### config.mk
export PLATFORM = sky130hd
export DESIGN_NAME = mpu_cfg_regs
export DESIGN_NICKNAME = d
export VERILOG_FILES = /design/src/rtl/mpu_cfg_pkg.sv /design/src/rtl/mpu_cfg_ctrl.sv /design/src/rtl/mpu_cfg_dp.sv /design/src/rtl/mpu_cfg_regs.sv
export SDC_FILE = /design/constraint.sdc
export NUM_CORES = 1
export LEC_CHECK = 0
export BUFFER_PORTS_ARGS = -buffer_cell sky130_fd_sc_hd__buf_4
export CAP_MARGIN = 10
export CORE_AREA = 3 3 234 236
export DETAILED_ROUTE_END_ITERATION = 7
export DIE_AREA = 0 0 237 239
export GPL_ROUTABILITY_DRIVEN = 0
export PLACE_DENSITY = 0.75
export SLEW_MARGIN = 10
export SYNTH_ARGS = -nofsm -noshare
export SYNTH_HDL_FRONTEND = slang
export SYNTH_HIERARCHICAL = 1
export SYNTH_SLANG_ARGS = --single-unit
### constraint.sdc
create_clock -name clk -period 3.4 [get_ports clk]
set_input_delay 0.51 -clock clk [delete_from_list [all_inputs] [get_ports clk]]
set_output_delay 0.51 -clock clk [all_outputs]
set_load 0.03 [all_outputs]
### src/rtl/mpu_cfg_pkg.sv
package mpu_cfg_pkg;

  localparam int DATA_W = 32;

  localparam logic [11:0] OFS_IDENT = 12'hD90;
  localparam logic [11:0] OFS_CTRL  = 12'hD94;
  localparam logic [11:0] OFS_SEL   = 12'hD98;

  localparam logic [15:0] SIZE_MASK = 16'hFF3F;
  localparam logic [15:0] ATTR_MASK = 16'h173F;

  typedef enum logic [2:0] {
    RD_NONE, RD_IDENT, RD_CTRL, RD_SEL, RD_BASE, RD_ATTR
  } rdKind_e;

  typedef struct packed {
    logic    ctrlWe;
    logic    selWe;
    logic    baseWe;
    logic    attrWe;
    logic [3:0] tgtRegion;
    logic    badWrite;
    logic    rdEn;
    rdKind_e rdKind;
  } cfgStrobe_t;

  function automatic rdKind_e decodeOffset(input logic [11:0] a);
    case (a)
      OFS_IDENT: return RD_IDENT;
      OFS_CTRL:  return RD_CTRL;
      OFS_SEL:   return RD_SEL;
      12'hD9C, 12'hDA4, 12'hDAC, 12'hDB4: return RD_BASE;
      12'hDA0, 12'hDA8, 12'hDB0, 12'hDB8: return RD_ATTR;
      default:   return RD_NONE;
    endcase
  endfunction

endpackage

### src/rtl/mpu_cfg_ctrl.sv
module mpu_cfg_ctrl
  import mpu_cfg_pkg::*;
#(
  parameter int ADDR_W      = 12,
  parameter int NUM_REGIONS = 8
) (
  input  logic              wrEn,
  input  logic              rdEn,
  input  logic [ADDR_W-1:0] addr,
  input  logic [31:0]       wrData,
  input  logic [3:0]        curSel,
  output cfgStrobe_t        strb
);

  localparam logic [31:0] NUM32 = 32'(NUM_REGIONS);

  rdKind_e kind;
  logic    curSelOk;
  logic    validTgtOk;

  assign kind       = decodeOffset(addr[11:0]);
  assign curSelOk   = {28'b0, curSel} < NUM32;
  assign validTgtOk = {28'b0, wrData[3:0]} < NUM32;

  always_comb begin
    strb           = '0;
    strb.rdEn      = rdEn;
    strb.rdKind    = kind;
    strb.tgtRegion = curSel;
    if (wrEn) begin
      unique case (kind)
        RD_CTRL: begin
          strb.ctrlWe   = 1'b1;
          strb.badWrite = wrData[1] & ~wrData[0];
        end
        RD_SEL: begin
          if (wrData < NUM32) begin
            strb.selWe     = 1'b1;
            strb.tgtRegion = wrData[3:0];
          end else begin
            strb.badWrite = 1'b1;
          end
        end
        RD_BASE: begin
          if (wrData[4]) begin
            if (validTgtOk) begin
              strb.baseWe    = 1'b1;
              strb.selWe     = 1'b1;
              strb.tgtRegion = wrData[3:0];
            end else begin
              strb.badWrite = 1'b1;
            end
          end else if (curSelOk) begin
            strb.baseWe = 1'b1;
          end
        end
        RD_ATTR: strb.attrWe = curSelOk;
        default: ;
      endcase
    end
  end

endmodule

### src/rtl/mpu_cfg_dp.sv
module mpu_cfg_dp
  import mpu_cfg_pkg::*;
#(
  parameter int NUM_REGIONS = 8,
  parameter int SLOTS       = 8
) (
  input  logic               clk,
  input  logic               rstN,
  input  cfgStrobe_t         strb,
  input  logic [31:0]        wrData,
  output logic [3:0]         curSel,
  output logic [2:0]         ctrlBits,
  output logic [31:0]        rdData,
  output logic [SLOTS*32-1:0] baseFlat,
  output logic [SLOTS*16-1:0] sizeFlat,
  output logic [SLOTS*16-1:0] attrFlat,
  output logic               cfgChanged,
  output logic               cfgError
);

  localparam logic [31:0] NUM32 = 32'(NUM_REGIONS);
  localparam int          MAX_R = 16;

  logic [2:0]  ctrlReg;
  logic [3:0]  selReg;
  logic [26:0] baseMem [MAX_R];
  logic [15:0] sizeMem [MAX_R];
  logic [15:0] attrMem [MAX_R];
  logic        selOk;
  logic [31:0] rdNext;

  assign selOk = {28'b0, selReg} < NUM32;

  always_ff @(posedge clk) begin
    if (!rstN) begin
      ctrlReg    <= '0;
      selReg     <= '0;
      cfgChanged <= 1'b0;
      cfgError   <= 1'b0;
    end else begin
      if (strb.ctrlWe) ctrlReg <= wrData[2:0];
      if (strb.selWe)  selReg  <= strb.tgtRegion;
      cfgChanged <= strb.ctrlWe | strb.baseWe | strb.attrWe;
      cfgError   <= strb.badWrite;
    end
  end

  for (genvar i = 0; i < MAX_R; i++) begin : g_slot
    if (i < NUM_REGIONS) begin : g_impl
      logic hit;
      assign hit = strb.tgtRegion == 4'(i);
      always_ff @(posedge clk) begin
        if (!rstN) begin
          baseMem[i] <= '0;
          sizeMem[i] <= '0;
          attrMem[i] <= '0;
        end else begin
          if (strb.baseWe && hit) baseMem[i] <= wrData[31:5];
          if (strb.attrWe && hit) begin
            sizeMem[i] <= wrData[15:0] & SIZE_MASK;
            attrMem[i] <= wrData[31:16] & ATTR_MASK;
          end
        end
      end
    end else begin : g_none
      assign baseMem[i] = '0;
      assign sizeMem[i] = '0;
      assign attrMem[i] = '0;
    end
  end

  for (genvar i = 0; i < SLOTS; i++) begin : g_out
    assign baseFlat[i*32 +: 32] = {baseMem[i], 5'b0};
    assign sizeFlat[i*16 +: 16] = sizeMem[i];
    assign attrFlat[i*16 +: 16] = attrMem[i];
  end

  always_comb begin
    unique case (strb.rdKind)
      RD_IDENT: rdNext = NUM32 << 8;
      RD_CTRL:  rdNext = {29'b0, ctrlReg};
      RD_SEL:   rdNext = {28'b0, selReg};
      RD_BASE:  rdNext = selOk ? {baseMem[selReg], 1'b0, selReg} : '0;
      RD_ATTR:  rdNext = selOk ? {attrMem[selReg], sizeMem[selReg]} : '0;
      default:  rdNext = '0;
    endcase
  end

  always_ff @(posedge clk) begin
    if (!rstN)          rdData <= '0;
    else if (strb.rdEn) rdData <= rdNext;
  end

  assign curSel   = selReg;
  assign ctrlBits = ctrlReg;

  assert_ctrl_keep_R2: assert property (@(posedge clk) disable iff (!rstN)
    $past(strb.ctrlWe) |-> ctrlReg == $past(wrData[2:0]));

  assert_sel_range_R4: assert property (@(posedge clk) disable iff (!rstN)
    (NUM_REGIONS == 0) || ({28'b0, selReg} < NUM32));

endmodule

### src/rtl/mpu_cfg_regs.sv
module mpu_cfg_regs
  import mpu_cfg_pkg::*;
#(
  parameter int ADDR_W      = 12,
  parameter int NUM_REGIONS = 8,
  localparam int SLOTS      = (NUM_REGIONS == 0) ? 1 : NUM_REGIONS
) (
  input  logic                clk,
  input  logic                rstN,
  input  logic                wrEn,
  input  logic                rdEn,
  input  logic [ADDR_W-1:0]   addr,
  input  logic [31:0]         wrData,
  output logic [31:0]         rdData,
  output logic                ctrlEnable,
  output logic                ctrlFaultEnable,
  output logic                ctrlPrivDefault,
  output logic [SLOTS*32-1:0] regionBase,
  output logic [SLOTS*16-1:0] regionSize,
  output logic [SLOTS*16-1:0] regionAttr,
  output logic                cfgChanged,
  output logic                cfgError
);

  cfgStrobe_t strb;
  logic [3:0] curSel;
  logic [2:0] ctrlBits;

  mpu_cfg_ctrl #(.ADDR_W(ADDR_W), .NUM_REGIONS(NUM_REGIONS)) u_ctrl (
    .wrEn(wrEn), .rdEn(rdEn), .addr(addr), .wrData(wrData),
    .curSel(curSel), .strb(strb)
  );

  mpu_cfg_dp #(.NUM_REGIONS(NUM_REGIONS), .SLOTS(SLOTS)) u_dp (
    .clk(clk), .rstN(rstN), .strb(strb), .wrData(wrData),
    .curSel(curSel), .ctrlBits(ctrlBits), .rdData(rdData),
    .baseFlat(regionBase), .sizeFlat(regionSize), .attrFlat(regionAttr),
    .cfgChanged(cfgChanged), .cfgError(cfgError)
  );

  assign ctrlEnable      = ctrlBits[0];
  assign ctrlFaultEnable = ctrlBits[1];
  assign ctrlPrivDefault = ctrlBits[2];

  assert_pulse_cause_R11: assert property (@(posedge clk) disable iff (!rstN)
    cfgChanged |-> $past(wrEn));

  assert_error_cause_R3: assert property (@(posedge clk) disable iff (!rstN)
    cfgError |-> $past(wrEn));

  assert_hold_quiet_R10: assert property (@(posedge clk) disable iff (!rstN)
    !$past(wrEn) |-> ($stable(regionBase) && $stable(regionAttr) && $stable(regionSize)));

endmodule

==> impl_table.tex, run 1 <==
\begin{tabular}{lr}
\hline
Metric & Value \\
\hline
\multicolumn{2}{l}{\textbf{Critical path}} \\
CP delay by family, top & simple AND/OR/NAND/NOR gates \\
Slack of the worst reg-to-reg path & 1.00 ns \\
Required time of the critical path & 3.90 ns \\
CP bufs+invs & 5 \\
Critical-path top delay cell & or3b\_1 \\
Startpoint of the worst-slack reg-to-reg timing path & u\_dp/curSel[0]\$\_SDFFE\_PN0P\_ \\
Startpoint type of the worst setup path & input port \\
Nature of the critical path endpoint & flop \\
Endpoint of the worst setup timing path & u\_dp/baseFlat[207]\$\_SDFFE\_PN0P\_ \\
Worst setup path start & wrData[7] \\
Cell-by-cell trace of the critical path & buf\_4 -> nor3\_1 -> buf\_4 -> nand4\_1 -> buf\_4 -> nor4\_1 -> a32o\_2 -> mux2\_4 -> or3b\_1 -> buf\_4 -> nor2\_8 -> buf\_12 -> nand2\_1 -> a21boi\_0 \\
Critical path class & input port to flop \\
Worst path arrival time & 3.43 ns \\
Highest cell delay on the worst timing path & 0.40 ns \\
Logic depth of the worst register-to-register path & 8 \\
Most common cell type on the critical path & buf\_4 \\
Logic depth of the worst setup path including buffers & 14 \\
Destination of the worst register-to-register timing path & u\_dp/baseFlat[207]\$\_SDFFE\_PN0P\_ \\
Worst Path Max Fanout & 24 \\
\multicolumn{2}{l}{\textbf{Yosys}} \\
Synth top cells by count & nand2\_1, dfxtp\_1, a21boi\_0, clkbuf\_1, buf\_4 \\
Summed instance area of the synthesized netlist & 0.0211 mm² \\
Per-instance average area after synthesis & 8.91 µm² \\
Multiplexer fraction of the synthesized cell area & 11.7\% \\
Library cell occupying the most area in the post-synthesis netlist & dfxtp\_1 \\
Number of distinct standard cells referenced by the synthesized netlist & 63 \\
Share of synthesized cell area in full adder, half adder and majority cells & 0\% \\
Seq/Total Area, Yosys & 42.7\% \\
Post-synth ARST share & 0\% \\
Xor and xnor area share after synthesis & 0.0832\% \\
Post-Synth Simple-Gate Area & 18.7\% \\
Yosys synthesis warning count & 6 \\
Most used flip-flop cell after synthesis & dfxtp\_1 \\
Largest cells by area after synthesis & dfxtp\_1, nand2\_1, a21boi\_0 \\
Count of flip-flops with a built-in enable after synthesis & 0 \\
Fraction of the mapped netlist area in compound gates & 18.2\% \\
Top-count cell post-synth & nand2\_1 \\
Number of storage elements in the synthesis netlist & 449 \\
Proportion of netlist area held by the largest area contributor & 42.7\% \\
Main combinational cell family by area after synthesis & simple AND/OR/NAND/NOR gates \\
Instance count of the mapped netlist & 2364 \\
\multicolumn{2}{l}{\textbf{Detailed routing}} \\
First DRT Iteration DRCs & 2070 \\
Number of detailed-routing iterations run before antenna repair & 5 \\
WL/cell & 24.2 µm \\
Routed Antenna Nets & 0 \\
Post-route DRC violation count & 0 \\
Vias per cell & 5.55 \\
Total vias in the final route & 19700 \\
Routed Wire Length & 86000 µm \\
\multicolumn{2}{l}{\textbf{CTS}} \\
Clock slew seen by the registers of the worst setup and hold paths & 0.06 ns \\
TritonCTS buffer count & 49 \\
Hold-fix buffer count after cts & 0 \\
Post CTS Setup Buffer Count & 0 \\
Post-cts gate resize count & 0 \\
Clock sink count & 449 \\
TritonCTS clock tree & done \\
Level count of the clock H-tree & 2 \\
Worst-skew pair later-pin latency & 0.59 ns \\
Max clock buf depth & 3 \\
Root buf cell & clkbuf\_16 \\
\multicolumn{2}{l}{\textbf{Global routing}} \\
First-pass GRT wire length & 124000 µm \\
Number of global-route vias before repair & 18800 \\
Maximum number of pins on one net before global-route repair & 240 \\
Grt ovf & 0 \\
Antenna violations before repair & 2 \\
GRT Total Usage & 28.9\% \\
\multicolumn{2}{l}{\textbf{STA}} \\
Clock period minus worst slack & 2.93 ns \\
Unrepaired setup endpoints after global routing & no \\
Timing-limited maximum frequency & 342 MHz \\
Maximum clock skew at final layout & 0.0144 ns \\
Setup tns final & 0 ns \\
Worst hold slack & 0.255 ns \\
Worst relative slew slack & 28.1\% \\
Hold violation count in the final report & 0 \\
Crit share post-route & 86.1\% \\
Final WS setup & 0.473 ns \\
Pin slew with the least headroom to its limit & 1.08 ns \\
Final-report setup violation count & 0 \\
Slew Viols, Final & 0 \\
\multicolumn{2}{l}{\textbf{Floorplanning}} \\
Placement Rows & 84 \\
Die Y-Extent & 239 µm \\
Horizontal die dimension & 237 µm \\
Standard cell core area & 0.0527 mm² \\
Area enclosed by the die boundary & 0.0566 mm² \\
Top Ports & 597 \\
Starting utilization of the core area & 40.0\% \\
\multicolumn{2}{l}{\textbf{Place}} \\
Detailed placer's ending HPWL & 61700 µm \\
Pre-CTS WS & -0.0795 ns \\
Number of port buffers & 492 \\
\multicolumn{2}{l}{\textbf{Power}} \\
Total leakage power & 10.3 nW \\
PwrDens & 419 mW/mm² \\
Worst vdd ir & 338 µV \\
\multicolumn{2}{l}{\textbf{Layout}} \\
Fraction of final layout cells with drive strength greater than 1 & 29.8\% \\
Synth-to-layout area growth & 30.2\% \\
Nets@finish & 2865 \\
Count of fill cells added during filler insertion & 4653 \\
\multicolumn{2}{l}{\textbf{Hold path}} \\
HP Class & input port to flop \\
\multicolumn{2}{l}{\textbf{Run}} \\
Max\_cap viols & 0 \\
\multicolumn{2}{l}{\textbf{Outcome}} \\
Result of the run & finished, final reports clean \\
\hline
\end{tabular}
cells in the final DEF (no fill, tap or decap), drive strengths merged, types with 2 or more instances in the layout:
master    netlist  final
o22ai           3      3
nand4           4      4
nand3           7      7
bufinv          0      5
nand2         850    850
nand2b          4      4
nor3            8      8
nor3b           6      6
clkbuf        131     66
dfxtp         449    449
nor4bb          2      2
conb            1    104
or3b            2      2
and3b           4      4
a211o           3      3
nor2b          13     13
mux2i          16     16
buf           184    614
nor4b           2      2
a22o            4      4
o31ai           2      2
o21ai          16     16
nor4            8      8
a22oi          43     43
o211ai         17     17
and3            7      7
clkinvlp        0      3
clkinv          0     11
a21boi        410    410
mux2            2      2
and4            2      2
nand3b          6      6
inv            17     23
a21oi           3      3
nor2           24     24
mux4          101    101
metrics by stage:
step           power (W)  util, %  cell area (µm²)  instances
2_1_floorplan    0.00582        -            21400       2467
3_3_place_gp     0.00589     48.8            25700       3454
3_5_place_dp     0.00590     48.8            25700       3454
4_1_cts           0.0115     52.1            27400       3545
5_1_grt           0.0118     52.1            27400       3545
6_report          0.0115     52.1            27400       3546
flip-flops by register name (all words and copies together) (netlist names):
signal and count:
u_dp/ctrlBits 3, u_dp/curSel 4, u_dp/sizeFlat 112, u_dp/rdData 32
u_dp/cfgChanged 1, u_dp/cfgError 1, u_dp/attrFlat 80, u_dp/baseFlat 216
layout make-up:
cell class | instances | area [µm²] | area share (%)
Clock buffer | 66 | 1430 | 5.22
Tap cell | 688 | 861 | 3.14
Multi-Input combinational cell | 1686 | 10700 | 39.0
Inverter | 17 | 63.8 | 0.233
Clock inverter | 25 | 293 | 1.07
Antenna cell | 1 | 2.50 | 0.00913
Timing Repair Buffer | 614 | 5070 | 18.5
Sequential cell | 449 | 9000 | 32.8
per-layer routing:
layer | wire (µm) | GRT usage (%)
met1 | 32200 | 35.9
met2 | 41500 | 48.6
met3 | 8840 | 6.60
met4 | 3460 | 11.5
met5 | 0 | 0
power by group:
group | internal (W) | switching [W] | total, W
logic | 0.000143 | 0.000387 | 0.000530
clock network | 0.00336 | 0.00233 | 0.00569
registers | 0.00526 | 0.000000720 | 0.00526
tightest hold or removal path, stage by stage:
cell,delay (ns)
buf_4,0.16
nand2_1,0.06
a21boi_0,0.06
worst min-delay path by stage:
stage | from | to | slack, ns | cells past startpoint
6_report | wrData[7] | u_dp/baseFlat[231]$_SDFFE_PN0P_ | 0.26 | 3
5_1_grt | wrData[7] | u_dp/baseFlat[39]$_SDFFE_PN0P_ | 0.24 | 3
4_1_cts | wrData[7] | u_dp/baseFlat[231]$_SDFFE_PN0P_ | 0.23 | 3
3_5_place_dp | u_dp/rdData[8]$_SDFFE_PN0P_ | u_dp/rdData[8]$_SDFFE_PN0P_ | 0.46 | 2
3_3_place_gp | u_dp/rdData[21]$_SDFFE_PN0P_ | u_dp/rdData[21]$_SDFFE_PN0P_ | 0.46 | 1
2_1_floorplan | u_dp/curSel[3]$_SDFFE_PN0P_ | u_dp/curSel[3]$_SDFFE_PN0P_ | 0.54 | 2
cell families after synthesis:
group,count (synthesis)
other,1
muxes,119
DFF,449
and+or+nand+nor,954
xor gates and xnor gates,2
AOI/OAI and AO/OA,507
buffers and inverters,332
(Power assumes the default switching activity.)
==> inputs of run 2 (changes only) <==
--- a/config.mk
+++ b/config.mk
@@ -11,7 +11,8 @@
 export DETAILED_ROUTE_END_ITERATION = 7
 export DIE_AREA = 0 0 237 239
 export GPL_ROUTABILITY_DRIVEN = 0
-export PLACE_DENSITY = 0.75
+export PLACE_DENSITY = 0.73
+export RECOVER_POWER = 25
 export SLEW_MARGIN = 10
 export SYNTH_ARGS = -nofsm -noshare
 export SYNTH_HDL_FRONTEND = slang
==> constraint.sdc (replaced) <==
create_clock -name clk -period 2.8 [get_ports clk]
set_input_delay 0.42 -clock clk [delete_from_list [all_inputs] [get_ports clk]]
set_output_delay 0.42 -clock clk [all_outputs]
set_load 0.03 [all_outputs]
==> impl_table.tex, run 2 (synthesis gave the netlist of run 1 again) <==
\begin{tabular}{lr}
\hline
Metric & Value \\
\hline
\multicolumn{2}{l}{\textbf{Layout}} \\
Nets@finish & 2902 (was 2865) \\
Fraction of final layout cells with drive strength greater than 1 & 23.6\% (was 29.8\%) \\
Flip-flop count of the largest register, all copies and words added & 216 (unchanged) \\
Antenna diodes & 0 (was 1) \\
Most frequent cells in the layout & nand2\_1, dfxtp\_1, buf\_4 (was nand2\_1, buf\_4, dfxtp\_1) \\
Post-Route Utilization & 51.6\% (was 52.1\%) \\
Synth-to-layout area growth & 29.0\% (was 30.2\%) \\
Filler-free cell count of the finished design & 3580 (was 3546) \\
Most common cell after layout, fill and taps aside & nand2\_1 (unchanged) \\
\multicolumn{2}{l}{\textbf{CTS}} \\
Clock slew seen by the registers of the worst setup and hold paths & 0.06 ns (about the same) \\
TritonCTS clock tree & done (unchanged) \\
Clock sink count & 449 (unchanged) \\
Hold-fix buffer count after cts & 0 (unchanged) \\
Worst-skew pair later-pin latency & 0.58 ns (was 0.59 ns) \\
Max clock buf depth & 3 (unchanged) \\
Level count of the clock H-tree & 2 (unchanged) \\
TritonCTS buffer count & 49 (unchanged) \\
Root buf cell & clkbuf\_16 (unchanged) \\
\multicolumn{2}{l}{\textbf{Critical path}} \\
Endpoint of the worst setup timing path & u\_dp/baseFlat[218]\$\_SDFFE\_PN0P\_ (was u\_dp/baseFlat[207]\$\_SDFFE\_PN0P\_) \\
Required time of the critical path & 3.29 ns (was 3.90 ns) \\
Startpoint type of the worst setup path & input port (unchanged) \\
Worst setup path start & wrData[12] (was wrData[7]) \\
Logic depth of the worst register-to-register path & 4 (was 8) \\
Worst Path Max Fanout & 12 (was 24) \\
Critical path class & input port to flop (unchanged) \\
Worst path arrival time & 3.22 ns (was 3.43 ns) \\
Destination of the worst register-to-register timing path & u\_dp/rdData[28]\$\_SDFFE\_PN0P\_ (was u\_dp/baseFlat[207]\$\_SDFFE\_PN0P\_) \\
Nature of the critical path endpoint & flop (unchanged) \\
Startpoint of the worst-slack reg-to-reg timing path & u\_dp/curSel[0]\$\_SDFFE\_PN0P\_ (unchanged) \\
Slack of the worst reg-to-reg path & 0.45 ns (was 1.00 ns) \\
\multicolumn{2}{l}{\textbf{Power}} \\
Total leakage power & 9.72 nW (was 10.3 nW) \\
PwrDens & 514 mW/mm² (was 419 mW/mm²) \\
Total power & 0.0140 W (was 0.0115 W) \\
Worst vdd ir & 464 µV (was 338 µV) \\
\multicolumn{2}{l}{\textbf{Detailed routing}} \\
Routed Wire Length & 85600 µm (was 86000 µm) \\
Vias per cell & 5.51 (was 5.55) \\
WL/cell & 23.9 µm (was 24.2 µm) \\
First DRT Iteration DRCs & 1847 (was 2070) \\
Highest routed layer & met4 (unchanged) \\
Routed Antenna Nets & 0 (unchanged) \\
Routed length on met2 & 40400 µm (was 41500 µm) \\
Total vias in the final route & 19700 (about the same) \\
Number of detailed-routing iterations run before antenna repair & 6 (was 5) \\
Detailed route wirelength on metal3 & 8660 µm (was 8840 µm) \\
Wire length on met1 & 32000 µm (was 32200 µm) \\
Post-route DRC violation count & 0 (unchanged) \\
\multicolumn{2}{l}{\textbf{Global routing}} \\
GRT Total Usage & 28.5\% (was 28.9\%) \\
Maximum number of pins on one net before global-route repair & 234 (was 240) \\
Antenna violations before repair & 0 (was 2) \\
Grt ovf & 0 (unchanged) \\
First-pass GRT wire length & 123000 µm (was 124000 µm) \\
Number of global-route vias before repair & 19100 (was 18800) \\
\multicolumn{2}{l}{\textbf{STA}} \\
Pin slew with the least headroom to its limit & 0.941 ns (was 1.08 ns) \\
Worst relative slew slack & 37.3\% (was 28.1\%) \\
Final WS setup & 0.0706 ns (was 0.473 ns) \\
Clock period minus worst slack & 2.73 ns \\
Hold violation count in the final report & 0 (unchanged) \\
Final-report setup violation count & 0 (unchanged) \\
Maximum clock skew at final layout & 0.0126 ns (was 0.0144 ns) \\
Worst hold slack & 0.128 ns (was 0.255 ns) \\
Slew Viols, Final & 0 (unchanged) \\
Crit share post-route & 97.5\% \\
Timing-limited maximum frequency & 366 MHz \\
\multicolumn{2}{l}{\textbf{Floorplanning}} \\
Standard cell core area & 0.0527 mm² (unchanged) \\
Placement Rows & 84 (unchanged) \\
Area enclosed by the die boundary & 0.0566 mm² (unchanged) \\
Die Y-Extent & 239 µm (unchanged) \\
Starting utilization of the core area & 40.0\% (unchanged) \\
Top Ports & 597 (unchanged) \\
Horizontal die dimension & 237 µm (unchanged) \\
\multicolumn{2}{l}{\textbf{Run}} \\
Max\_cap viols & 0 (unchanged) \\
\multicolumn{2}{l}{\textbf{Place}} \\
Placed Cells incl. Taps & 3481 (was 3454) \\
Detailed placer's ending HPWL & 61300 µm (was 61700 µm) \\
Pre-CTS WS & -1.02 ns (was -0.0795 ns) \\
Number of port buffers & 492 (unchanged) \\
\multicolumn{2}{l}{\textbf{Outcome}} \\
Result of the run & finished, final reports clean (unchanged) \\
\multicolumn{2}{l}{\textbf{Hold path}} \\
HP Class & input port to flop (unchanged) \\
\hline
\end{tabular}
## run 2: cell count changes in the layout (fill, tap and decap cells not counted), sizes merged
cell | before | now
clkinvlp | 3 | 4
inv | 23 | 18
clkbuf | 66 | 290
buf | 614 | 431
diode | 1 | 0
bufinv | 5 | 6
clkinv | 11 | 8
## run 2: per-stage QoR
step / setup TNS (ns) / area, µm²
after floorplan: -29.45 / 21700
after global placement: -301.51 / 26100
after detailed placement: -351.68 / 26100
after CTS: 0 / 27800
after global routing: -0.0750 / 27200
final: 0 / 27200
## run 2: timing repair
action                                 4_1_cts  5_1_grt
gates cloned                                 0        3
setup endpoints to repair                  408      394
resized for setup                            4       31
endpoints found under the hold margin        0        0
setup buffers                                1        6
pin swaps                                    1        3
## run 2: power breakdown
| part | switching [W] | internal (W) | total (W) |
|---|---|---|---|
| Sequential | 0.000000567 | 0.00638 | 0.00639 |
| Combinational | 0.000469 | 0.000186 | 0.000655 |
| Clock | 0.00272 | 0.00422 | 0.00694 |
## run 2: area by class of cell
class                   instances  area, µm²
clock buffers                  70       1480
clock inverters                19        259
fillers                      4847      25500
inverters                      17       63.8
multi-input cells            1686      10800
flip-flops and latches        449       9000
well taps                     688        861
repair buffers                651       4700
## run 2: per-layer routing
layer / vias to the layer above / track usage [%]
met3: 240 / 5.84
li1: 8744 / -
met2: 1239 / 46.9
met1: 9498 / 35.4
met4: 0 / 14.6
met5: - / 0
## run 2: worst max-delay path, stage by stage
cell and delay [ns]:
buf_4 0.12, nor4_2 0.40, buf_4 0.20, nand4_1 0.17, nor4_4 0.23, a32o_2 0.21, mux2_4 0.34, or3b_4 0.43
buf_12 0.16, nor2_8 0.16, buf_12 0.15, nand2_1 0.05, a21boi_1 0.17
## run 2: how the worst min path moves through the flow
| stage | start | end | slack, ns | cells past startpoint |
|---|---|---|---|---|
| after floorplan | u_dp/curSel[3]$_SDFFE_PN0P_ | u_dp/curSel[3]$_SDFFE_PN0P_ | 0.54 | 2 |
| after global placement | u_dp/rdData[4]$_SDFFE_PN0P_ | u_dp/rdData[4]$_SDFFE_PN0P_ | 0.45 | 2 |
| after detailed placement | u_dp/attrFlat[41]$_SDFFE_PN0P_ | u_dp/attrFlat[41]$_SDFFE_PN0P_ | 0.46 | 2 |
| after CTS | rstN | u_dp/cfgChanged$_SDFF_PN0_ | 0.09 | 2 |
| after global routing | rstN | u_dp/cfgChanged$_SDFF_PN0_ | 0.11 | 2 |
| final | rstN | u_dp/cfgChanged$_SDFF_PN0_ | 0.13 | 2 |
